## src/rtl/mbx_pkg.sv

```systemverilog
`timescale 1ns/1ps
package mbx_pkg;
  localparam int unsigned NCORE = 2;

  typedef enum logic [2:0] {
    K_NONE,
    K_IDENT,
    K_STAT,
    K_SETW,
    K_CLRW,
    K_QUEUE
  } kind_e;

  // Identity code: alternating bit pattern, phase chosen by the core index
  function automatic logic [7:0] ident_code(input logic core);
    return {4{core, ~core}};
  endfunction
endpackage

```

## src/rtl/mbx_decode.sv

```systemverilog
`timescale 1ns/1ps
module mbx_decode
  import mbx_pkg::*;
#(
  parameter int AW        = 8,
  parameter int OFF_IDENT = 'h00,
  parameter int OFF_STAT  = 'h04,
  parameter int OFF_SET   = 'h08,
  parameter int OFF_CLR   = 'h0C,
  parameter int QBASE     = 'h20,
  parameter int QSTRIDE   = 'h10,
  localparam int QW       = (NCORE > 1) ? $clog2(NCORE) : 1
) (
  input  logic [AW-1:0] addr,
  output kind_e         kind,
  output logic [QW-1:0] qidx
);
  always_comb begin
    kind = K_NONE;
    qidx = '0;
    if (addr == AW'(OFF_IDENT)) kind = K_IDENT;
    if (addr == AW'(OFF_STAT))  kind = K_STAT;
    if (addr == AW'(OFF_SET))   kind = K_SETW;
    if (addr == AW'(OFF_CLR))   kind = K_CLRW;
    for (int n = 0; n < NCORE; n++) begin
      if (addr == AW'(QBASE + n * QSTRIDE)) begin
        kind = K_QUEUE;
        qidx = QW'(n);
      end
    end
  end
endmodule

```

## src/rtl/mbx_flags.sv

```systemverilog
`timescale 1ns/1ps
module mbx_flags #(
  parameter int DW = 32
) (
  input  logic          clk,
  input  logic          rst_n,
  input  logic [DW-1:0] set_vec,
  input  logic [DW-1:0] clr_vec,
  output logic [DW-1:0] flags
);
  logic [DW-1:0] flags_d;
  logic          flags_en;

  always_comb begin
    flags_en = (|set_vec) | (|clr_vec);
    flags_d  = (flags & ~clr_vec) | set_vec;
  end

  always_ff @(posedge clk or negedge rst_n) begin
    if (!rst_n)        flags <= '0;
    else if (flags_en) flags <= flags_d;
  end

  a_r4_set_sticks: assert property (@(posedge clk) disable iff (!rst_n)
    (|set_vec) |=> ((flags & $past(set_vec)) == $past(set_vec)));

  a_r5_clear_drops: assert property (@(posedge clk) disable iff (!rst_n)
    (|(clr_vec & ~set_vec)) |=> ((flags & $past(clr_vec & ~set_vec)) == '0));

  a_r3_flags_hold: assert property (@(posedge clk) disable iff (!rst_n)
    (set_vec == '0 && clr_vec == '0) |=> $stable(flags));
endmodule

```

## src/rtl/mbx_notify.sv

```systemverilog
`timescale 1ns/1ps
module mbx_notify (
  input  logic clk,
  input  logic rst_n,
  input  logic raise,
  input  logic take,
  output logic pending
);
  logic pend_d;
  logic pend_en;

  always_comb begin
    pend_en = raise | take;
    pend_d  = raise | (pending & ~take);
  end

  always_ff @(posedge clk or negedge rst_n) begin
    if (!rst_n)       pending <= 1'b0;
    else if (pend_en) pending <= pend_d;
  end

  a_r9_raise_wins: assert property (@(posedge clk) disable iff (!rst_n)
    raise |=> pending);

  a_r8_take_clears: assert property (@(posedge clk) disable iff (!rst_n)
    (take && !raise) |=> !pending);

  a_r7_hold: assert property (@(posedge clk) disable iff (!rst_n)
    (!raise && !take) |=> $stable(pending));
endmodule

```

## src/rtl/mbx_dual_core.sv

```systemverilog
`timescale 1ns/1ps
module mbx_dual_core
  import mbx_pkg::*;
#(
  parameter int AW         = 8,
  parameter int DW         = 32,
  parameter int NOTIFY_BIT = 29,
  parameter int QBASE      = 'h20,
  parameter int QSTRIDE    = 'h10
) (
  input  logic                      clk,
  input  logic                      rst_n,
  input  logic [NCORE-1:0][AW-1:0]  bus_addr,
  input  logic [NCORE-1:0]          bus_wr,
  input  logic [NCORE-1:0][DW-1:0]  bus_wdata,
  input  logic [NCORE-1:0]          bus_rd,
  output logic [NCORE-1:0][DW-1:0]  bus_rdata,
  output logic [NCORE-1:0]          core_irq
);
  localparam int QW = (NCORE > 1) ? $clog2(NCORE) : 1;

  // Reset: asserted asynchronously, released on the second clock edge
  logic [1:0] rst_pipe;
  logic       rst_core_n;
  always_ff @(posedge clk or negedge rst_n) begin
    if (!rst_n) rst_pipe <= 2'b00;
    else        rst_pipe <= {rst_pipe[0], 1'b1};
  end
  assign rst_core_n = rst_pipe[1];

  kind_e         kind [NCORE];
  logic [QW-1:0] qidx [NCORE];

  for (genvar p = 0; p < NCORE; p++) begin : g_dec
    mbx_decode #(.AW(AW), .QBASE(QBASE), .QSTRIDE(QSTRIDE)) u_dec (
      .addr (bus_addr[p]),
      .kind (kind[p]),
      .qidx (qidx[p])
    );
  end

  // Collect set/clear words and per-queue raise/take strobes
  logic [DW-1:0]    set_vec, clr_vec;
  logic [NCORE-1:0] raise, take, pending;

  always_comb begin
    set_vec = '0;
    clr_vec = '0;
    raise   = '0;
    take    = '0;
    for (int p = 0; p < NCORE; p++) begin
      if (bus_wr[p] && kind[p] == K_SETW) set_vec = set_vec | bus_wdata[p];
      if (bus_wr[p] && kind[p] == K_CLRW) clr_vec = clr_vec | bus_wdata[p];
      for (int n = 0; n < NCORE; n++) begin
        if (kind[p] == K_QUEUE && int'(qidx[p]) == n) begin
          if (p != n && bus_wr[p] && bus_wdata[p][NOTIFY_BIT]) raise[n] = 1'b1;
          if (p == n && bus_rd[p]) take[n] = 1'b1;
        end
      end
    end
  end

  logic [DW-1:0] flags;

  mbx_flags #(.DW(DW)) u_flags (
    .clk     (clk),
    .rst_n   (rst_core_n),
    .set_vec (set_vec),
    .clr_vec (clr_vec),
    .flags   (flags)
  );

  for (genvar n = 0; n < NCORE; n++) begin : g_q
    mbx_notify u_note (
      .clk     (clk),
      .rst_n   (rst_core_n),
      .raise   (raise[n]),
      .take    (take[n]),
      .pending (pending[n])
    );
  end

  assign core_irq = pending;

  // Read path: next value per port, captured only on a read strobe
  logic [NCORE-1:0][DW-1:0] rdata_d;
  always_comb begin
    for (int p = 0; p < NCORE; p++) begin
      case (kind[p])
        K_IDENT: rdata_d[p] = DW'(ident_code(1'(p)));
        K_STAT:  rdata_d[p] = flags;
        K_QUEUE: rdata_d[p] = DW'(pending[qidx[p]]) << NOTIFY_BIT;
        default: rdata_d[p] = '0;
      endcase
    end
  end

  for (genvar p = 0; p < NCORE; p++) begin : g_rd
    always_ff @(posedge clk or negedge rst_core_n) begin
      if (!rst_core_n)    bus_rdata[p] <= '0;
      else if (bus_rd[p]) bus_rdata[p] <= rdata_d[p];
    end

    a_r2_ident: assert property (@(posedge clk) disable iff (!rst_core_n)
      (bus_rd[p] && bus_addr[p] == '0) |=> (bus_rdata[p][7:0] == ((p == 0) ? 8'h55 : 8'hAA)));

    a_r3_stat_read: assert property (@(posedge clk) disable iff (!rst_core_n)
      (bus_rd[p] && kind[p] == K_STAT) |=> (bus_rdata[p] == $past(flags)));

    a_r11_unmapped_zero: assert property (@(posedge clk) disable iff (!rst_core_n)
      (bus_rd[p] && (kind[p] == K_NONE || kind[p] == K_SETW || kind[p] == K_CLRW))
        |=> (bus_rdata[p] == '0));

    a_r10_irq_idle: assert property (@(posedge clk) disable iff (!rst_core_n)
      (!raise[p] && !take[p]) |=> (core_irq[p] == $past(core_irq[p])));
  end
endmodule

```

## config.mk

```make
export PLATFORM = sky130hd
export DESIGN_NAME = mbx_dual_core
export DESIGN_NICKNAME = d
export VERILOG_FILES = /design/src/rtl/mbx_pkg.sv /design/src/rtl/mbx_decode.sv /design/src/rtl/mbx_flags.sv /design/src/rtl/mbx_notify.sv /design/src/rtl/mbx_dual_core.sv
export SDC_FILE = /design/constraint.sdc
export NUM_CORES = 1
export LEC_CHECK = 0
export BUFFER_PORTS_ARGS = -buffer_cell sky130_fd_sc_hd__buf_2
export CORE_MARGIN = 1.5
export CORE_UTILIZATION = 39
export CTS_BUF_LIST = sky130_fd_sc_hd__clkbuf_8 sky130_fd_sc_hd__clkbuf_16
export CTS_CLUSTER_DIAMETER = 30
export CTS_CLUSTER_SIZE = 25
export DETAILED_ROUTE_END_ITERATION = 7
export GPL_TIMING_DRIVEN = 0
export PLACE_DENSITY = 0.73
export RECOVER_POWER = 100
export SETUP_SLACK_MARGIN = 0.5
export SLEW_MARGIN = 30
export SYNTH_ARGS = -nofsm -noshare
export SYNTH_HDL_FRONTEND = slang
export SYNTH_SLANG_ARGS = --single-unit
```

## constraint.sdc

```tcl
create_clock -name clk -period 7.4 [get_ports clk]
set_clock_uncertainty 0.15 [all_clocks]
set_input_delay 1.11 -clock clk [delete_from_list [all_inputs] [get_ports clk]]
set_output_delay 1.11 -clock clk [all_outputs]
set_load 0.05 [all_outputs]
```

==> results.cfg, run 1 <==
[run_status]
outcome = complete, but fails checks
violations = capacitance limit, slew limit

[setup_path]
crit-reg2reg-launch = rst_pipe[1]$_DFF_PN0_
reg2regPathDepth = 1
endpoint_kind = flop
cp.required_ns = 7.44
critPathLaunchType = input port
critPathSlowestCell = nor4_1
slowest_delay_ns = 1.62
arrival_ns = 4.38
reg2reg_slack_ns = 4.43
crit_buf_inv = 2
criticalPathCategory = input port to flop
crit_chain = buf_2 > or4_1 > nor4_1 > clkbuf_1 > a221o_1 > o221ai_1
worstReg2RegEnd = bus_rdata[2]$_DFFE_PN0P_
path_max_fanout = 10
crit_family = simple AND/OR/NAND/NOR gates

[pwr]
ir_drop_uv = 116
pwr_density_cell_mw_per_mm2 = 210
power.leakage_nw = 2.58

[route]
wl_per_cell_um = 18.3
drtPass1Iterations = 5
drt_iter0_markers = 231
drc = 0
routed_wl_um = 13200
final_antenna_net_count = 0
vias = 4111
viasPerCell = 5.70

[sta]
maxSlewHeadroom_pct = -81.0
finalSetupTns_ns = 0
fin_crit_ns = 4.33
grt_setup_unrepaired = no
fin_crit_sh_pct = 58.6
setup_violations = 0
finalHoldViolCount = 0
slew_viol_final = 70
clock.fmax_mhz = 231
tightest_slew_ns = 2.72
holdWs_ns = 0.205

[synthesis]
syn_nets = 497
synth_cell_types = 39
avgSynthCellArea_um2 = 11.1
yosys_register_bits = 100
synth_seq_area_share_pct = 55.1
syn_inst = 411
syn-cell-area_mm2 = 0.00454
ys_warn_count = 0

[final_layout]
drive_above_1_share_pct = 19.6
insertedDiodeCount = 0
mostFrequentLayoutCell = dfrtp_1
multi_input_area_mm2 = 0.00164
most-common-layout-cells = 99 x dfrtp_1, 95 x clkbuf_1, 80 x buf_2, 71 x nand2_1, 54 x a22o_1
syn_to_final_growth_pct = 24.3
fillers = 1100
seqCellArea_mm2 = 0.00251
final_nets = 659

[die]
start_util_pct = 39.9
io-pin-count = 152
die_x_um = 111
dieArea_mm2 = 0.0123
die_y_um = 111
num_rows = 39
core_area_mm2 = 0.0114

[global_routing]
gr-usage-all-layers_pct = 21.7
grt_pass1_wl_um = 21500
antenna_found_initial = 0
grt_pass1_vias = 4194
grt-ovfl-total = 0
grt_max_degree = 52

[clock_network]
cts_resized = 0
clock-root-buffer = clkbuf_16
numCtsBuffers = 9
post_cts_buffers = 0
path_clk_slew_ns = 0.08
clock_path_buffers = 2
cts_tree = built
htreeDepth = 3
clock_sinks = 100
clk_latency_ns = 0.33
cts_hold_buf = 0

[placed_design]
hpwl_um = 9740
place_congestion = 0.800
io_buffer_count = 149

[hold_path]
hp-class = flop to flop
min_path_cells = 0
min_from = rst_pipe[0]$_DFF_PN0_
holdPathEnd = rst_pipe[1]$_DFF_PN0_

[flow_run]
maxCapViolations = 3
-- final cells by class --
type / count / share of cell area (%)
Sequential cell: 100 / 44.4
Clock inverter: 6 / 0.842
Clock buffer: 10 / 4.23
Tap cell: 143 / 3.17
Multi-Input combinational cell: 234 / 29.0
Timing Repair Buffer: 151 / 12.2
Buffer: 33 / 3.17
Inverter: 44 / 2.95
-- state kept, by name, indices dropped and copies added, names as in the netlist --
signal / count
g_q.u_note.pending: 2
bus_rdata: 64
rst_pipe: 2
u_flags.flags: 32
-- layer usage --
layer | track usage (%) | wire length, um
met2 | 36.0 | 6420
met3 | 3.94 | 774
met1 | 28.4 | 5620
met4 | 8.12 | 359
met5 | 0 | 0
-- metrics by stage --
step | setup WS, ns | instances | utilization (%) | power, mW | area, um^2
3_3_place_gp | 3.22 | 703 | 48.1 | 0.740 | 5470
6_report | 3.07 | 721 | 49.7 | 1.19 | 5650
5_1_grt | 2.78 | 721 | 49.7 | 1.24 | 5650
3_5_place_dp | 4.00 | 705 | 48.6 | 0.749 | 5530
4_1_cts | 4.35 | 721 | 51.1 | 1.20 | 5810
2_1_floorplan | 4.26 | 411 | - | 0.685 | 4540
-- worst max path at each step --
stage / start / end / slack, ns / cells past startpoint
2_1_floorplan: rst_pipe[1]$_DFF_PN0_ / bus_rdata[0]$_DFFE_PN0P_ / 4.26 / 0
3_3_place_gp: rst_pipe[1]$_DFF_PN0_ / bus_rdata[40]$_DFFE_PN0P_ / 3.22 / 0
3_5_place_dp: bus_addr[1] / u_flags.flags[5]$_DFFE_PN0P_ / 4.00 / 6
4_1_cts: bus_addr[1] / u_flags.flags[4]$_DFFE_PN0P_ / 4.35 / 6
5_1_grt: bus_addr[1] / u_flags.flags[17]$_DFFE_PN0P_ / 2.78 / 6
6_report: bus_addr[1] / u_flags.flags[19]$_DFFE_PN0P_ / 3.07 / 6
-- Yosys cell counts --
| library cell | instances | area, um^2 |
|---|---|---|
| dfrtp_1 | 100 | 2500 |
| nand2_1 | 71 | 267 |
| a22o_1 | 54 | 473 |
| inv_1 | 41 | 154 |
| o221ai_1 | 31 | 272 |
| a221o_1 | 28 | 280 |
| clkbuf_1 | 22 | 82.6 |
| o21ai_0 | 11 | 55.1 |
| buf_6 | 8 | 90.1 |
| nand3_1 | 6 | 30.0 |
| o211ai_1 | 4 | 30.0 |
| a221o_2 | 3 | 33.8 |
| buf_4 | 2 | 15.0 |
| inv_2 | 2 | 7.51 |
| nor2_1 | 2 | 7.51 |
| nor4_1 | 2 | 12.5 |
| nor4_4 | 2 | 42.5 |
| a221oi_2 | 1 | 15.0 |
| a2bb2oi_1 | 1 | 8.76 |
| a311o_1 | 1 | 10.0 |
| a32oi_1 | 1 | 8.76 |
| and2_1 | 1 | 6.26 |
| and3b_2 | 1 | 10.0 |
| and4b_1 | 1 | 10.0 |
| clkbuf_8 | 1 | 13.8 |
| clkinv_2 | 1 | 5.00 |
| conb_1 | 1 | 3.75 |
| mux2_2 | 1 | 11.3 |
| mux2i_1 | 1 | 10.0 |
| nand4b_1 | 1 | 8.76 |
| nor2b_1 | 1 | 6.26 |
| nor3_1 | 1 | 5.00 |
| nor3b_1 | 1 | 7.51 |
| nor4b_1 | 1 | 8.76 |
| o21ai_1 | 1 | 5.00 |
| o2bb2ai_1 | 1 | 8.76 |
| o31ai_1 | 1 | 7.51 |
| or3_1 | 1 | 6.26 |
| or4_4 | 1 | 11.3 |
-- power by group --
part           internal (mW)  switching, mW
combinational         0.0593         0.0759
clock                  0.241          0.209
sequential             0.575         0.0261
-- cells by family (layout without fill, tap and decap cells) --
kind of cell	count (synthesis)	count (layout)	synth area share, %
flops	100	100	55.1
other cells	1	1	0.0826
compound gates	138	138	26.6
buf+inv	77	244	8.10
mux	2	2	0.468
simple gates	93	93	9.67
(Power assumes the default switching activity.)
==> run 2, diff against run 1 <==
Settings changed: PLACE_DENSITY 0.73 to 0.76.
Clock period 7.4 ns to 3.8 ns, I/O delays scaled along.
==> results.cfg, run 2 (synthesized netlist as in run 1, its figures left out) <==
[run_status]
outcome = finished, final reports clean

[final_layout]
reg_top3 = bus_rdata: 64 flops, u_flags.flags: 32 flops
largest_register_ffs = 64
mostFrequentLayoutCell = dfrtp_1
top_register = bus_rdata
fin_util_pct = 50.5
drive_above_1_share_pct = 20.7
insertedDiodeCount = 0
final_nets = 661
most-common-layout-cells = 99 x dfrtp_1, 92 x clkbuf_1, 80 x buf_2, 71 x nand2_1, 54 x a22o_1
fin_area_mm2 = 0.00574
syn_to_final_growth_pct = 26.4

[sta]
tightest_slew_ns = 1.39
clock.fmax_mhz = 326
finalHoldViolCount = 0
fin_crit_sh_pct = 80.7
maxSlewHeadroom_pct = 6.67
setup_violations = 0
fin_crit_ns = 3.07
grt_setup_unrepaired = no
slew_viol_final = 0

[route]
met1_length_um = 5980
wl_per_cell_um = 18.8
dr.max_layer_used = met4
routed_wl_um = 13600
drc = 0
viasPerCell = 5.67
vias = 4097
drt_iter0_markers = 287
drtPass1Iterations = 6
wl_met2_um = 6550
wl_met3_um = 819
final_antenna_net_count = 0

[hold_path]
hp-class = flop to asynchronous set/reset pin

[global_routing]
antenna_found_initial = 0
grt_pass1_vias = 4133
gr-usage-all-layers_pct = 22.1
grt_pass1_wl_um = 21500
grt-ovfl-total = 0
grt_max_degree = 51

[setup_path]
criticalPathCategory = input port to flop
crit_buf_inv = 2
slowest_delay_ns = 1.11
cp.required_ns = 3.90
crit_family = simple AND/OR/NAND/NOR gates
path_max_fanout = 10
endpoint_kind = flop
critPathLaunchType = input port
arrival_ns = 3.17
crit_chain = buf_2 > or4_1 > nor4_2 > clkbuf_1 > nand2_1 > o221ai_1
critPathSlowestCell = nor4_2

[placed_design]
hpwl_um = 9820
place_congestion = 0.807
io_buffer_count = 149
placed_area_mm2 = 0.00553

[die]
num_rows = 39
dieArea_mm2 = 0.0123
start_util_pct = 39.9
die_y_um = 111
die_x_um = 111
io-pin-count = 152
core_area_mm2 = 0.0114

[pwr]
power.leakage_nw = 2.62
ir_drop_uv = 234
pwr_density_cell_mw_per_mm2 = 418

[clock_network]
clock_sinks = 100
cts_tree = built
cts_resized = 0
post_cts_buffers = 0
clock-root-buffer = clkbuf_16
clk_latency_ns = 0.34
path_clk_slew_ns = 0.07
htreeDepth = 3
clock_path_buffers = 2
numCtsBuffers = 9

[flow_run]
maxCapViolations = 0
[run 2: cell types whose count changed in the layout (fill, tap and decap cells not counted)]
| cell | before | now |
|---|---|---|
| clkbuf_1 | 95 | 92 |
| clkinv_4 | 0 | 1 |
| inv_2 | 1 | 2 |
| dlygate4sd3_1 | 0 | 2 |
| clkinvlp_4 | 2 | 1 |
| inv_1 | 43 | 41 |
| buf_16 | 1 | 2 |
| buf_6 | 5 | 7 |
| inv_6 | 2 | 1 |
| clkinv_2 | 1 | 2 |
| nor4_1 | 4 | 2 |
| bufinv_16 | 0 | 1 |
| nor4_2 | 0 | 2 |
[run 2: worst paths after layout]
check / startpoint / depth (start not counted) / slack [ns] / end
worst max-delay path: bus_addr[1] / 6 / 0.73 / u_flags.flags[27]$_DFFE_PN0P_
worst min-delay path: rst_pipe[1]$_DFF_PN0_ / 1 / 0.16 / bus_rdata[28]$_DFFE_PN0P_
worst max register to register: g_q[1].u_note.pending$_DFFE_PN0P_ / 3 / 2.58 / bus_rdata[61]$_DFFE_PN0P_
worst min register to register: rst_pipe[1]$_DFF_PN0_ / 1 / 0.16 / bus_rdata[28]$_DFFE_PN0P_
max in group asynchronous: rst_pipe[1]$_DFF_PN0_ / 2 / 2.82 / u_flags.flags[12]$_DFFE_PN0P_
min in group clk: rst_pipe[0]$_DFF_PN0_ / 0 / 0.21 / rst_pipe[1]$_DFF_PN0_
[run 2: timing repair]
| item | 4_1_cts | 5_1_grt |
|---|---|---|
| endpoints found under the hold margin | 4 | 0 |
| hold buffers | 2 | 0 |
| endpoints found under the setup margin | 0 | 0 |
[run 2: per-layer routing]
| metal | vias up | track usage [%] |
|---|---|---|
| li1 | 1864 | - |
| met1 | 2029 | 29.4 |
| met2 | 178 | 36.0 |
| met3 | 26 | 5.30 |
| met4 | 0 | 6.92 |
| met5 | - | 0 |
[run 2: power breakdown]
group | internal, mW | switching, mW | total [mW]
sequential | 1.12 | 0.0515 | 1.17
combinational | 0.119 | 0.151 | 0.271
clock | 0.536 | 0.422 | 0.958
total | 1.78 | 0.625 | 2.40
[run 2: final cells by class]
class,count,area (um^2)
tap,143,179
fill,1110,5630
timing repair buffer,153,734
multi-input combinational,234,1650
clock inverter,6,71.3
sequential,100,2510
clock buffer,10,239
buffer,33,194
inverter,44,166
[run 2: per-stage QoR]
step / TNS, ns / hold WS, ns / power (mW) / setup slack (ns) / std cells
after global placement: -34.15 / 0.186 / 1.44 / -0.354 / 703
final: 0 / 0.162 / 2.40 / 0.732 / 723
after global routing: 0 / 0.196 / 2.50 / 0.570 / 723
after CTS: 0 / 0.176 / 2.41 / 1.26 / 723
after floorplan: 0 / 0.124 / 1.33 / 0.658 / 411
after detailed placement: 0 / -0.0444 / 1.46 / 0.896 / 705
